`config.mk`:
```
export PLATFORM = sky130hd
export DESIGN_NAME = ocp_retry_seq
export DESIGN_NICKNAME = d
export VERILOG_FILES = /design/src/rtl/ocp_pkg.sv /design/src/rtl/ocp_sync.sv /design/src/rtl/ocp_timer.sv /design/src/rtl/ocp_fault_flag.sv /design/src/rtl/ocp_retry_seq.sv
export SDC_FILE = /design/constraint.sdc
export NUM_CORES = 1
export LEC_CHECK = 0
export BUFFER_PORTS_ARGS = -buffer_cell sky130_fd_sc_hd__buf_2
export CAP_MARGIN = 20
export CORE_MARGIN = 1
export CORE_UTILIZATION = 49
export CTS_CLUSTER_SIZE = 16
export DETAILED_ROUTE_END_ITERATION = 7
export GPL_TIMING_DRIVEN = 0
export PLACE_DENSITY = 0.68
export REMOVE_ABC_BUFFERS = 1
export SLEW_MARGIN = 20
export SYNTH_ARGS = -nofsm -noshare
export SYNTH_HDL_FRONTEND = slang
export SYNTH_SLANG_ARGS = --single-unit
```
`constraint.sdc`:
```
create_clock -name clk_i -period 3.9 [get_ports clk_i]
set_input_delay 0.585 -clock clk_i [delete_from_list [all_inputs] [get_ports clk_i]]
set_output_delay 0.585 -clock clk_i [all_outputs]
set_load 0.01 [all_outputs]
```
`src/rtl/ocp_pkg.sv`:
```
package ocp_pkg;
  typedef enum logic [2:0] {
    ST_OFF   = 3'd0,
    ST_ON    = 3'd1,
    ST_LIMIT = 3'd2,
    ST_COOL  = 3'd3,
    ST_LATCH = 3'd4,
    ST_HOT   = 3'd5
  } ocp_state_e;
endpackage

```
`src/rtl/ocp_sync.sv`:
```
module ocp_sync #(
  parameter int STAGES = 2
) (
  input  logic clk_i,
  input  logic rst_ni,
  input  logic d_i,
  output logic q_o
);
  logic [STAGES-1:0] pipe_q;

  always_ff @(posedge clk_i or negedge rst_ni) begin
    if (!rst_ni) pipe_q <= '0;
    else         pipe_q <= {pipe_q[STAGES-2:0], d_i};
  end

  assign q_o = pipe_q[STAGES-1];
endmodule

```
`src/rtl/ocp_timer.sv`:
```
module ocp_timer #(
  parameter int CNT_W = 8
) (
  input  logic             clk_i,
  input  logic             rst_ni,
  input  logic             clr_i,
  input  logic             en_i,
  output logic [CNT_W-1:0] cnt_o
);
  always_ff @(posedge clk_i or negedge rst_ni) begin
    if (!rst_ni)   cnt_o <= '0;
    else if (clr_i) cnt_o <= '0;
    else if (en_i)  cnt_o <= cnt_o + 1'b1;
  end
endmodule

```
`src/rtl/ocp_fault_flag.sv`:
```
module ocp_fault_flag (
  input  logic clk_i,
  input  logic rst_ni,
  input  logic set_i,
  input  logic clr_i,
  output logic flag_o
);
  // set wins: a clear with the condition still active is refused
  always_ff @(posedge clk_i or negedge rst_ni) begin
    if (!rst_ni)    flag_o <= 1'b0;
    else if (set_i) flag_o <= 1'b1;
    else if (clr_i) flag_o <= 1'b0;
  end

  AST_FAULT_STICKY: assert property (@(posedge clk_i) disable iff (!rst_ni)
    (flag_o && !clr_i) |=> flag_o);
  AST_FAULT_SET: assert property (@(posedge clk_i) disable iff (!rst_ni)
    set_i |=> flag_o);
endmodule

```
`src/rtl/ocp_retry_seq.sv`:
```
module ocp_retry_seq
  import ocp_pkg::*;
#(
  parameter int LIMIT_CYCLES = 50,
  parameter int OFF_MULT     = 100
) (
  input  logic clk_i,
  input  logic rst_ni,
  input  logic cmd_on_i,
  input  logic oc_raw_i,
  input  logic ot_i,
  input  logic retry_wr_i,
  input  logic retry_val_i,
  input  logic fault_clr_i,
  output logic drv_en_o,
  output logic limit_o,
  output logic fault_o
);
  localparam int OFF_CYCLES = LIMIT_CYCLES * OFF_MULT;
  localparam int CNT_W      = $clog2(OFF_CYCLES + 1);
  localparam logic [CNT_W-1:0] LIM_LAST = CNT_W'(LIMIT_CYCLES - 1);
  localparam logic [CNT_W-1:0] OFF_LAST = CNT_W'(OFF_CYCLES - 1);

  ocp_state_e       state_q, state_d;
  logic             oc_s;
  logic             retry_q;
  logic [CNT_W-1:0] cnt;
  logic             tmr_clr, tmr_en;

  ocp_sync #(.STAGES(2)) u_sync (
    .clk_i (clk_i),
    .rst_ni(rst_ni),
    .d_i   (oc_raw_i),
    .q_o   (oc_s)
  );

  always_ff @(posedge clk_i or negedge rst_ni) begin
    if (!rst_ni)         retry_q <= 1'b1;
    else if (retry_wr_i) retry_q <= retry_val_i;
  end

  always_comb begin
    state_d = state_q;
    if (ot_i) begin
      state_d = ST_HOT;
    end else begin
      unique case (state_q)
        ST_OFF:   if (cmd_on_i) state_d = ST_ON;
        ST_ON: begin
          if (!cmd_on_i)    state_d = ST_OFF;
          else if (oc_s)    state_d = retry_q ? ST_LIMIT : ST_LATCH;
        end
        ST_LIMIT: begin
          if (!cmd_on_i)            state_d = ST_OFF;
          else if (cnt == LIM_LAST) state_d = ST_COOL;
        end
        ST_COOL: begin
          if (!cmd_on_i)            state_d = ST_OFF;
          else if (cnt == OFF_LAST) state_d = ST_ON;
        end
        ST_LATCH: if (!cmd_on_i) state_d = ST_OFF;
        ST_HOT:   state_d = ST_OFF;
        default:  state_d = ST_OFF;
      endcase
    end
  end

  always_ff @(posedge clk_i or negedge rst_ni) begin
    if (!rst_ni) state_q <= ST_OFF;
    else         state_q <= state_d;
  end

  assign tmr_clr = (state_d != state_q);
  assign tmr_en  = (state_q == ST_LIMIT) || (state_q == ST_COOL);

  ocp_timer #(.CNT_W(CNT_W)) u_tmr (
    .clk_i (clk_i),
    .rst_ni(rst_ni),
    .clr_i (tmr_clr),
    .en_i  (tmr_en),
    .cnt_o (cnt)
  );

  assign drv_en_o = (state_q == ST_ON) || (state_q == ST_LIMIT);
  assign limit_o  = (state_q == ST_LIMIT);

  ocp_fault_flag u_flt (
    .clk_i (clk_i),
    .rst_ni(rst_ni),
    .set_i (ot_i || (oc_s && drv_en_o)),
    .clr_i (fault_clr_i),
    .flag_o(fault_o)
  );

  AST_OT_FORCES_OFF: assert property (@(posedge clk_i) disable iff (!rst_ni)
    ot_i |=> (!drv_en_o && !limit_o));
  AST_CMD_OFF: assert property (@(posedge clk_i) disable iff (!rst_ni)
    !cmd_on_i |=> !drv_en_o);
  AST_LIMIT_BOUND: assert property (@(posedge clk_i) disable iff (!rst_ni)
    (state_q == ST_LIMIT) |-> (cnt < CNT_W'(LIMIT_CYCLES)));
  AST_COOL_BOUND: assert property (@(posedge clk_i) disable iff (!rst_ni)
    (state_q == ST_COOL) |-> (cnt < CNT_W'(OFF_CYCLES)));
  AST_LATCH_HOLD: assert property (@(posedge clk_i) disable iff (!rst_ni)
    (state_q == ST_LATCH && cmd_on_i && !ot_i) |=> !drv_en_o);
  AST_OFF_IGNORES_OC: assert property (@(posedge clk_i) disable iff (!rst_ni)
    (!drv_en_o && !cmd_on_i && !ot_i) |=> !limit_o);
endmodule

```
==> flow_summary.json <==
{
  "antenna_cells": 0,
  "pin_count": 11,
  "cts_root_buf": "clkbuf_4",
  "die_h_um": 49.2,
  "antenna_found_initial": 0,
  "fin_skew_ns": 0.00124,
  "fmax_mhz": 511,
  "synth.mux.area_fraction": 0.0103,
  "vias": 835,
  "hold_buffers": 0,
  "initial_core_util": 0.540,
  "synth_top_family_by_area": "simple AND/OR/NAND/NOR gates",
  "synth_edf_count": 0,
  "vias_per_cell": 5.57,
  "rsz0062_at_grt": "no",
  "crit_required_ns": 4.08,
  "drt-pass1-iter-count": 4,
  "post_drt_wl_per_cell_um": 13.4,
  "synthAdderAreaFrac": 0.0229,
  "finalSetupViolations": 0,
  "grt_pass1_wl_um": 3460,
  "leakage_nw": 0.515,
  "drt_iter0_drc": 22,
  "post-place-ws_ns": 1.90,
  "crit_chain": "or4_4 > nor4_2 > a22oi_1 > nand3_2 > a211oi_1",
  "num-nets-final": 134,
  "netlist_instances": 113,
  "coreArea_um2": 2020,
  "slowest_delay_ns": 0.57,
  "die_area_um2": 2420,
  "grt_overflow_total": 0,
  "ant_nets": 0,
  "track_usage": 0.194,
  "hold_viol_final": 0,
  "crit_path_start_kind": "flop",
  "max-vdd-ir-drop_mv": 0.246,
  "cp_slowest_cell": "or4_4",
  "tns_ns": 0,
  "synth_top_flop_cell": "dfrtp_1",
  "endpoint_kind": "flop",
  "worstSkewPairLatency_ns": 0.30,
  "layout_setup_ws_ns": 1.94,
  "fin_crit_ns": 1.96,
  "portBuffers": 10,
  "cts_max_path_buffers": 2,
  "drive_above_1_share": 0.171,
  "max_cap_viol_count": 0,
  "rr_worst_depth": 5,
  "crit_end": "u_tmr.cnt_o[1]",
  "htreeDepth": 1,
  "synth-compound-area-share": 0.0883,
  "final_common_cell": "dfrtp_1",
  "numCtsBuffers": 3,
  "cp_max_fo": 13,
  "reg2reg_slack_ns": 1.94,
  "cts_tree": "built",
  "yosysWarnings": 0,
  "drv_slew": 0,
  "layout_common_cells": "dfrtp_1 (19), nor2_1 (18), xor2_1 (10), buf_2 (10), nand2_1 (8)",
  "status": "finished clean",
  "power_density_nw_per_um2": 312,
  "hpwlAfterDp_um": 1420,
  "syn_to_final_growth_pct": 8.83,
  "grt_pass1_vias": 746,
  "routed_wirelength_um": 2010,
  "synth_seq_area_share": 0.460,
  "synthXorXnorAreaFrac": 0.0963,
  "critPathLaunch": "u_tmr.cnt_o[3]",
  "cts_sinks": 20,
  "post_cts_resized": 0,
  "r2r_start": "u_tmr.cnt_o[3]",
  "slew_headroom": 0.699,
  "hold_path.class": "in2async",
  "place_congestion": 0.881,
  "drc_errors": 0,
  "die_width_um": 49.2,
  "tightest_slew_ns": 0.451,
  "synthArstFlopShare": 1.00,
  "fp-row-count": 16,
  "grt_max_degree": 21,
  "netlist_area_um2": 1090,
  "yosys.cell_types.count": 36,
  "crit_arrival_ns": 2.13,
  "yosys.area_share.simple": 0.283,
  "cts.clk_slew.worst_paths_ns": 0.11,
  "r2r_end": "u_tmr.cnt_o[1]",
  "ys_ff_latch": 20,
  "period_share": 0.501,
  "cts_setup_buffers": 0,
  "crit_type": "reg2reg",
  "fillers": 199,
  "avgSynthCellArea_um2": 9.66
}
==> area by class of cell <==
class,count,area (um2),area share
Multi-Input combinational cell,84,547,0.460
Tap cell,27,33.8,0.0285
Clock buffer,4,36.3,0.0306
Timing Repair Buffer,10,50.0,0.0421
Sequential cell,20,502,0.423
Inverter,5,18.8,0.0158
==> stage by stage <==
stage	hold slack, ns	util	total power [W]	cell area [um2]	instances
after floorplan	0.289	-	0.000240	1070	109
after global placement	0.336	0.569	0.000255	1150	146
after detailed placement	0.346	0.569	0.000256	1150	146
after CTS	0.218	0.587	0.000378	1190	150
after global routing	0.238	0.587	0.000391	1190	150
final	0.216	0.587	0.000370	1190	150
==> report_power, final <==
part | switching [W] | internal (W)
Combinational | 0.0000203 | 0.0000133
Sequential | 0.00000595 | 0.000212
Clock | 0.0000616 | 0.0000569
==> kinds of logic (layout without fill, tap and decap cells) <==
group	Yosys count	after routing
and+or+nand+nor	55	55
DFF	20	20
AOI/OAI and AO/OA	14	14
xor gates and xnor gates	12	12
buffers and inverters	9	19
adders and majority gates	2	2
muxes	1	1
==> synth_stat cells, drive strengths merged, types with 2 or more instances <==
master / n / area, um2
dfrtp: 19 / 475
nor2: 18 / 67.6
xor2: 10 / 87.6
nand2: 8 / 30.0
nand3: 6 / 35.0
inv: 5 / 18.8
nand2b: 5 / 31.3
and3: 3 / 18.8
nand4: 3 / 18.8
o22ai: 3 / 18.8
a21oi: 2 / 10.0
and2: 2 / 12.5
buf: 2 / 16.3
clkbuf: 2 / 7.51
ha: 2 / 25.0
nand4b: 2 / 17.5
nor4: 2 / 25.0
o21bai: 2 / 15.0
xnor2: 2 / 17.5
==> worst min-delay path by stage <==
stage | from | to | cells past startpoint
2_1_floorplan | rst_ni | state_q[0] | 0
3_5_place_dp | u_sync.pipe_q[0] | u_sync.pipe_q[1] | 0
6_report | rst_ni | state_q[2] | 1
4_1_cts | rst_ni | state_q[2] | 1
5_1_grt | rst_ni | u_tmr.cnt_o[9] | 1
3_3_place_gp | u_sync.pipe_q[0] | u_sync.pipe_q[1] | 0
==> flip-flops by register name (all words and copies together), names as in the netlist <==
register	cells
u_sync.pipe_q	2
retry_q	1
u_flt.flag_o	1
u_tmr.cnt_o	13
state_q	3
==> worst max-delay path, delay by kind of cell, from the launching register on <==
family	cells	cell delay, ns
AND/OR/NAND/NOR	3	1.14
flip-flops	1	0.46
AO/OA/AOI/OAI	2	0.24
==> metal layers <==
layer  wire length [um]  vias to the layer above  track usage  share of wire
met5                  0                        -            0              0
met1               1000                      411        0.277           0.50
met2                926                       14        0.283           0.46
met4                 21                        0       0.0882          0.010
li1                   -                      408            -              -
met3                 57                        2       0.0374          0.028
Power figures use the tool's default switching activity.
